File: src/rtl/i2cb_pkg.sv
package i2cb_pkg;

    localparam int LINE_N  = 2;
    localparam int IDX_SDA = 0;
    localparam int IDX_SCL = 1;

    typedef enum logic [2:0] {
        PH_IDLE,
        PH_WBIT,
        PH_WACK,
        PH_RBIT,
        PH_RACK,
        PH_PARK
    } phase_e;

    typedef struct packed {
        logic start;
        logic wr;
        logic rdreq;
        logic nack;
        logic fin;
    } evt_s;

    // Phase entered after an acknowledge, chosen by the direction flag.
    function automatic phase_e after_ack(input logic rd_flag);
        return rd_flag ? PH_RBIT : PH_WBIT;
    endfunction

endpackage

File: src/rtl/i2cb_line.sv
module i2cb_line (
    input  logic clk,
    input  logic rst,
    input  logic lvl,
    output logic q,
    output logic rise,
    output logic fall
);
    always_ff @(posedge clk) begin
        if (rst) q <= 1'b1;
        else     q <= lvl;
    end

    assign rise = lvl & ~q;
    assign fall = ~lvl & q;
endmodule

File: src/rtl/i2cb_core.sv
module i2cb_core
    import i2cb_pkg::*;
#(
    parameter int BYTE_W = 8
) (
    input  logic              clk,
    input  logic              rst,
    input  logic              scl_old,
    input  logic              scl_rise,
    input  logic              scl_fall,
    input  logic              sda_new,
    input  logic              sda_rise,
    input  logic              sda_fall,
    input  logic [BYTE_W-1:0] rd_byte,
    output evt_s              evt,
    output logic [BYTE_W-1:0] byte_out,
    output logic              drv
);
    localparam int CNT_W = (BYTE_W > 1) ? $clog2(BYTE_W) : 1;
    localparam logic [CNT_W-1:0] CNT_LAST = CNT_W'(BYTE_W - 1);

    phase_e            ph, ph_n;
    logic [CNT_W-1:0]  cnt, cnt_n;
    logic [BYTE_W-1:0] sh, sh_n;
    logic [BYTE_W-1:0] ab, ab_n;
    logic              av, av_n;
    logic              drv_n;
    logic [BYTE_W-1:0] cur;
    logic              rd_flag;

    always_comb begin
        ph_n    = ph;
        cnt_n   = cnt;
        sh_n    = sh;
        ab_n    = ab;
        av_n    = av;
        drv_n   = drv;
        evt     = '0;
        cur     = sh;
        rd_flag = ab[0];

        // Bus conditions judged against the previous clock level.
        if (scl_old && sda_fall) begin
            ph_n  = PH_WBIT;
            cnt_n = '0;
            av_n  = 1'b0;
            drv_n = 1'b1;
        end else if (scl_old && sda_rise) begin
            evt.fin = av;
            av_n    = 1'b0;
            ph_n    = PH_IDLE;
            drv_n   = 1'b1;
        end

        if (scl_fall) begin
            drv_n = 1'b1;
        end else if (scl_rise) begin
            case (ph)
                PH_IDLE, PH_PARK: drv_n = 1'b1;
                PH_WBIT: begin
                    sh_n  = {sh[BYTE_W-2:0], sda_new};
                    drv_n = 1'b1;
                    if (cnt == CNT_LAST) begin
                        ph_n  = PH_WACK;
                        cnt_n = '0;
                    end else begin
                        cnt_n = cnt + 1'b1;
                    end
                end
                PH_WACK: begin
                    drv_n = 1'b0;
                    if (!av) begin
                        av_n      = 1'b1;
                        ab_n      = sh;
                        evt.start = 1'b1;
                        rd_flag   = sh[0];
                    end else begin
                        evt.wr = 1'b1;
                    end
                    ph_n  = after_ack(rd_flag);
                    cnt_n = '0;
                end
                PH_RBIT: begin
                    if (cnt == '0) begin
                        cur       = rd_byte;
                        evt.rdreq = 1'b1;
                    end
                    drv_n = cur[BYTE_W-1];
                    sh_n  = cur << 1;
                    if (cnt == CNT_LAST) begin
                        ph_n  = PH_RACK;
                        cnt_n = '0;
                    end else begin
                        cnt_n = cnt + 1'b1;
                    end
                end
                PH_RACK: begin
                    drv_n = 1'b1;
                    cnt_n = '0;
                    if (sda_new) begin
                        evt.nack = 1'b1;
                        ph_n     = PH_PARK;
                    end else begin
                        ph_n = PH_RBIT;
                    end
                end
                default: ph_n = PH_IDLE;
            endcase
        end
    end

    always_ff @(posedge clk) begin
        if (rst) begin
            ph  <= PH_IDLE;
            cnt <= '0;
            sh  <= '0;
            ab  <= '0;
            av  <= 1'b0;
            drv <= 1'b1;
        end else begin
            ph  <= ph_n;
            cnt <= cnt_n;
            sh  <= sh_n;
            ab  <= ab_n;
            av  <= av_n;
            drv <= drv_n;
        end
    end

    assign byte_out = sh;
endmodule

File: src/rtl/i2cb_notify.sv
module i2cb_notify (
    input  logic clk,
    input  logic rst,
    input  logic drv,
    input  logic host_lvl,
    output logic res,
    output logic chg
);
    logic res_q;

    assign res = drv & host_lvl;

    always_ff @(posedge clk) begin
        if (rst) begin
            res_q <= 1'b1;
            chg   <= 1'b0;
        end else if (res != res_q) begin
            res_q <= res;
            chg   <= ~chg;
        end
    end
endmodule

File: src/rtl/i2c_pin_bridge.sv
module i2c_pin_bridge
    import i2cb_pkg::*;
#(
    parameter int BYTE_W = 8
) (
    input  logic              clk,
    input  logic              rst,
    input  logic              scl_in,
    input  logic              sda_in,
    input  logic [BYTE_W-1:0] rd_byte,
    output logic              ev_start,
    output logic [BYTE_W-2:0] ev_addr,
    output logic              ev_rd,
    output logic              ev_wr,
    output logic [BYTE_W-1:0] ev_wdata,
    output logic              ev_rdreq,
    output logic              ev_nack,
    output logic              ev_end,
    output logic              sda_res,
    output logic              sda_chg
);
    logic [LINE_N-1:0] pin_in, pin_q, pin_rise, pin_fall;
    logic              scl_q, sda_q, drv;
    evt_s              evt;
    logic [BYTE_W-1:0] byte_v;

    assign pin_in[IDX_SCL] = scl_in;
    assign pin_in[IDX_SDA] = sda_in;

    for (genvar g = 0; g < LINE_N; g++) begin : g_line
        i2cb_line u_line (
            .clk  (clk),
            .rst  (rst),
            .lvl  (pin_in[g]),
            .q    (pin_q[g]),
            .rise (pin_rise[g]),
            .fall (pin_fall[g])
        );
    end

    assign scl_q = pin_q[IDX_SCL];
    assign sda_q = pin_q[IDX_SDA];

    i2cb_core #(.BYTE_W(BYTE_W)) u_core (
        .clk      (clk),
        .rst      (rst),
        .scl_old  (scl_q),
        .scl_rise (pin_rise[IDX_SCL]),
        .scl_fall (pin_fall[IDX_SCL]),
        .sda_new  (sda_in),
        .sda_rise (pin_rise[IDX_SDA]),
        .sda_fall (pin_fall[IDX_SDA]),
        .rd_byte  (rd_byte),
        .evt      (evt),
        .byte_out (byte_v),
        .drv      (drv)
    );

    i2cb_notify u_notify (
        .clk      (clk),
        .rst      (rst),
        .drv      (drv),
        .host_lvl (sda_q),
        .res      (sda_res),
        .chg      (sda_chg)
    );

    assign ev_start = evt.start;
    assign ev_wr    = evt.wr;
    assign ev_rdreq = evt.rdreq;
    assign ev_nack  = evt.nack;
    assign ev_end   = evt.fin;
    assign ev_addr  = byte_v[BYTE_W-1:1];
    assign ev_rd    = byte_v[0];
    assign ev_wdata = byte_v;
endmodule

File: config.mk
export PLATFORM = sky130hd
export DESIGN_NAME = i2c_pin_bridge
export DESIGN_NICKNAME = d
export VERILOG_FILES = /design/src/rtl/i2cb_pkg.sv /design/src/rtl/i2cb_line.sv /design/src/rtl/i2cb_core.sv /design/src/rtl/i2cb_notify.sv /design/src/rtl/i2c_pin_bridge.sv
export SDC_FILE = /design/constraint.sdc
export NUM_CORES = 1
export LEC_CHECK = 0
export BUFFER_PORTS_ARGS = -buffer_cell sky130_fd_sc_hd__buf_2
export CAP_MARGIN = 40
export CORE_ASPECT_RATIO = 2
export CORE_UTILIZATION = 45
export DETAILED_ROUTE_END_ITERATION = 6
export PLACE_DENSITY = 0.7
export RECOVER_POWER = 100
export REMOVE_ABC_BUFFERS = 1
export SLEW_MARGIN = 20
export SYNTH_ARGS = -nofsm -noshare
export SYNTH_HDL_FRONTEND = slang
export SYNTH_SLANG_ARGS = --single-unit
File: constraint.sdc
create_clock -name clk -period 2.4 [get_ports clk]
set_input_delay 0.12 -clock clk [delete_from_list [all_inputs] [get_ports clk]]
set_output_delay 0.12 -clock clk [all_outputs]
set_load 0.05 [all_outputs]
==> flow_summary.yaml, run 1 <==
status:
  status: "finished clean"
synth:
  ys_async_sr_fraction_pct: 0
  synth_common_cells: "dfxtp_1 (21), nor2_1 (14), nand3_1 (12)"
  ys_seq_elements: 21
  synth_edf_count: 0
  ys_types: 44
  synth_area_per_cell_um2: 8.42
  netlist_instances: 154
  synth_top_area_share_pct: 32.4
  post-synth-top-count-cell: "dfxtp_1"
  synth_top_area_cell: "dfxtp_1"
  syn_area_um2: 1300
  synth_top_flop_cell: "dfxtp_1"
  yosys_warnings: 0
  ys_seq_area_share_pct: 32.4
  ys_top_cells_by_area: "dfxtp_1 (32%), buf_4 (5.2%), a311oi_1 (4.7%)"
place:
  place_ws_ns: 0.737
  place_congestion: 0.814
  dp_hpwl_um: 2140
  port_buffers: 34
sta:
  skew_ns: 0.00401
  finalSetupViolCount: 0
  finalMaxSlewViolations: 0
  fin_crit_ns: 2.10
  tightest_slew_ns: 0.956
  hold_viol: 0
  fin_ws_ns: 0.298
  fmax_mhz: 476
  finalHoldWorstSlack_ns: 0.129
  setup_tns_ns: 0
  rsz0062_at_grt: "false"
  min_period_over_period_pct: 87.6
  maxSlewHeadroom_pct: 36.3
pwr:
  power-per-cell-area_nw_per_um2: 512
  vdd_drop_max_mv: 0.430
  p_leak_nw: 0.511
  fin_total_pwr_uw: 712
clocking:
  post_cts_buffers: 0
  cts_buffer_depth: 2
  cts_sinks: 21
  ctsHoldBuffers: 0
  clk_latency_ns: 0.26
  cts_tree: "built"
  root_buffer: "clkbuf_8"
  clk_pin_slew_ns: 0.08
  postCtsResizedCells: 0
  cts_max_level: 1
  cts_made_buffers: 3
run:
  max_cap_viol_count: 0
die:
  initial_core_util_pct: 47.4
  ios: 35
  die_h_um: 77.9
  dieWidth_um: 40.0
  die_area_um2: 3110
  core_um2: 2740
  rows: 27
global_routing:
  grt_pass1_wl_um: 4770
  grt.total_usage_pct: 20.6
  grt_max_degree: 23
  grt_antenna_before_repair: 0
  grt_overflow_total: 0
  grt_pass1_vias: 1066
drt:
  vias_per_cell: 5.96
  drtAntennaViolNets: 0
  vias: 1204
  first_iter_violations: 35
  drc: 0
  routedWlPerCell_um: 14.8
  drt-total-wl_um: 3000
  drt_first_pass_iters: 4
cells_and_area:
  fillCellCount: 299
  drive_gt1_share_pct: 11.6
  regArea_um2: 420
  area_growth_pct: 7.43
  multiInputGateArea_um2: 727
  num_antenna_cells: 0
  final_core_util_pct: 50.9
  nets: 189
critical_path:
  critPathKind: "register to primary output"
  cp.arrival_ns: 1.98
  worstPathMaxFanout: 15
  critPathRequiredTime_ns: 2.28
  end_kind: "primary output"
  start_kind: "register"
hold_path:
  holdCritPathClass: "input port to register"
## layout make-up
type,count,share of cell area (%)
multi-input combinational,108,52.2
sequential,21,30.2
timing repair buffer,35,10.3
clock buffer,3,2.96
tap,29,2.61
inverter,5,1.35
clock inverter,1,0.359
## cell usage in the layout, fill, tap and decap left out, types with 5 or more instances in the layout
cell type   n
clkbuf_1   25
dfxtp_1    21
nor2_1     14
nand3_1    12
o21ai_0    10
buf_2      10
a311oi_1    7
inv_1       5
nand2b_1    5
a21oi_1     5
## layer usage
layer  vias up  routed length (um)  GRT usage (%)
li1        592                   -              -
met1       576                1260           27.3
met5         -                   0              0
met4         0                  80           8.62
met2        27                1550           31.9
met3         9                 100           2.29
## through the flow
stage | instances | instance area (um2)
5_1_grt | 202 | 1390
2_1_floorplan | 134 | 1170
3_5_place_dp | 198 | 1390
4_1_cts | 202 | 1430
3_3_place_gp | 198 | 1390
6_report | 202 | 1390
## power by group
group	switching, mW	leakage, nW	internal, mW
logic	0.0706	0.314	0.0315
registers	0.0159	0.171	0.358
clock network	0.120	0.0255	0.116
total	0.207	0.511	0.505
## worst max-delay path: stages, from the launching register on
cell and delay (ns):
dfxtp_1 0.47, nor2b_1 0.51, and4_1 0.26, clkbuf_1 0.48
## sequential cells by signal, indices dropped and copies added, names as in the netlist
register / flops
g_line.u_line.q: 2
u_notify.res_q: 1
u_core.ab: 1
u_core.drv: 1
u_core.av: 1
u_core.byte_out: 8
u_core.cnt: 3
u_core.ph: 3
u_notify.chg: 1
## cells by family after synthesis
| family | count (synthesis) | synth area share (%) |
|---|---|---|
| adder cells (fa/ha/maj) | 3 | 2.90 |
| flip-flops | 21 | 32.4 |
| AND/OR/NAND/NOR | 64 | 29.6 |
| AO/OA/AOI/OAI | 35 | 19.4 |
| XOR/XNOR | 2 | 1.35 |
| multiplexers | 4 | 3.28 |
| buffers and inverters | 25 | 11.0 |
## path summary, 6_finish.rpt
check                                startpoint                         endpoint  slack, ns  cells past startpoint
setup / recovery  g_line[1].u_line.q$_SDFF_PP1_                          ev_nack       0.30                      3
hold / removal                       rd_byte[4]  u_core.byte_out[5]$_SDFFE_PP0P_       0.13                      3
setup reg to reg       u_core.cnt[0]$_SDFF_PP0_            u_core.drv$_SDFF_PP1_       0.61                      6
hold reg to reg       u_core.ab[0]$_SDFFE_PP0P_        u_core.ab[0]$_SDFFE_PP0P_       0.48                      2
No activity file was read; power rests on OpenSTA's default activity.
==> inputs of run 2 (changes only) <==
--- a/config.mk
+++ b/config.mk
@@ -10,7 +10,7 @@
 export CORE_ASPECT_RATIO = 2
 export CORE_UTILIZATION = 45
 export DETAILED_ROUTE_END_ITERATION = 6
-export PLACE_DENSITY = 0.7
+export PLACE_DENSITY_LB_ADDON = 0.3
 export RECOVER_POWER = 100
 export REMOVE_ABC_BUFFERS = 1
 export SLEW_MARGIN = 20
==> run 2 against run 1 <==
Cell count unchanged; first-iteration DRC count is 77% higher; global-route usage increased by 0.40 points.
==> flow_summary.yaml, run 2 (synthesis gave the netlist of run 1 again) <==
place:
  port_buffers: 34
  dp_hpwl_um: 2170
  post_dp_cell_area_um2: 1390
  dp.cells: 198
  place_congestion: 0.789
  place_ws_ns: 0.716
critical_path:
  critPathKind: "register to primary output"
  critPathRequiredTime_ns: 2.28
  end_kind: "primary output"
  r2r-start: "u_core.ph[0]$_SDFF_PP0_"
  start_kind: "register"
  worstPathMaxFanout: 15
  crit_start: "g_line[1].u_line.q$_SDFF_PP1_"
  cp.arrival_ns: 1.98
die:
  dieWidth_um: 40.0
  die_h_um: 77.9
  die_area_um2: 3110
  initial_core_util_pct: 47.4
  core_um2: 2740
  ios: 35
  rows: 27
sta:
  fmax_mhz: 477
  maxSlewHeadroom_pct: 36.2
  hold_viol: 0
  fin_crit_ns: 2.10
  finalSetupViolCount: 0
  fin_ws_ns: 0.302
  finalMaxSlewViolations: 0
  tightest_slew_ns: 0.958
  finalHoldWorstSlack_ns: 0.133
  skew_ns: 0.000552
  setup_tns_ns: 0
  rsz0062_at_grt: "false"
  min_period_over_period_pct: 87.4
hold_path:
  hold_start: "rd_byte[5]"
  holdCritPathClass: "input port to register"
cells_and_area:
  multiInputGateArea_um2: 727
  largest_register_ff_count: 8
  num_antenna_cells: 0
  final_common_cell: "clkbuf_1"
  drive_gt1_share_pct: 11.6
  regArea_um2: 420
  final_core_util_pct: 51.0
  area_growth_pct: 7.63
  nets: 189
  final_area_um2: 1400
  layout_common_cells: "clkbuf_1 (25), dfxtp_1 (21), nor2_1 (14)"
  fillCellCount: 293
  fin_cells: 202
clocking:
  cts_sinks: 21
  post_cts_buffers: 0
  clk_pin_slew_ns: 0.07
  postCtsResizedCells: 0
  root_buffer: "clkbuf_8"
  cts_max_level: 1
  clk_latency_ns: 0.26
  ctsHoldBuffers: 0
  cts_buffer_depth: 2
  cts_tree: "built"
  cts_made_buffers: 3
global_routing:
  grt_pass1_vias: 1122
  grt_overflow_total: 0
  grt_max_degree: 23
  grt.total_usage_pct: 21.0
  grt_antenna_before_repair: 0
  grt_pass1_wl_um: 4770
pwr:
  swShare_pct: 28.3
  power-per-cell-area_nw_per_um2: 508
  pwr-share-clk_pct: 32.7
  power_frac_comb_pct: 14.6
  p_int_uw: 508
  p_leak_nw: 0.511
  seq_power_share_pct: 52.8
  fin_total_pwr_uw: 708
  vdd_drop_max_mv: 0.259
  p_sw_uw: 200
drt:
  first_iter_violations: 62
  vias: 1252
  drc: 0
  vias_per_cell: 6.20
  drt_first_pass_iters: 5
  routedWlPerCell_um: 15.0
  drt-total-wl_um: 3020
  drtAntennaViolNets: 0
run:
  max_cap_viol_count: 0
status:
  status: "finished clean"
[run 2: worst paths after layout]
check / to / slack (ns) / cells after the start
hold reg to reg: u_core.ab[0]$_SDFFE_PP0P_ / 0.48 / 2
setup reg to reg: u_core.byte_out[3]$_SDFFE_PP0P_ / 0.69 / 3
hold / removal: u_core.byte_out[6]$_SDFFE_PP0P_ / 0.13 / 3
setup / recovery: ev_nack / 0.30 / 3
[run 2: cell type report]
class                           instances  share of cell area (%)
Clock buffer                            4                    3.23
Inverter                                5                    1.35
Multi-Input combinational cell        108                    52.1
Sequential cell                        21                    30.1
Tap cell                               29                    2.60
Timing Repair Buffer                   35                    10.6
[run 2: power groups by stage]
| stage | Sequential, mW | Clock, mW | Combinational [mW] |
|---|---|---|---|
| 2_1_floorplan | 0.407 | 0 | 0.0432 |
| 3_3_place_gp | 0.381 | 0 | 0.103 |
| 3_5_place_dp | 0.382 | 0 | 0.106 |
| 4_1_cts | 0.374 | 0.233 | 0.106 |
| 5_1_grt | 0.376 | 0.248 | 0.111 |
| 6_report | 0.374 | 0.231 | 0.103 |
[run 2: worst max-delay path, cell delays in order, from the launching register on]
cell	delay (ns)
dfxtp_1	0.46
nor2b_1	0.51
and4_1	0.28
clkbuf_1	0.47
[run 2: routing by layer]
layer / wire, um / GRT usage (%)
met5: 0 / 0
met4: 51 / 9.31
met3: 100 / 2.57
met2: 1620 / 35.0
met1: 1250 / 24.7
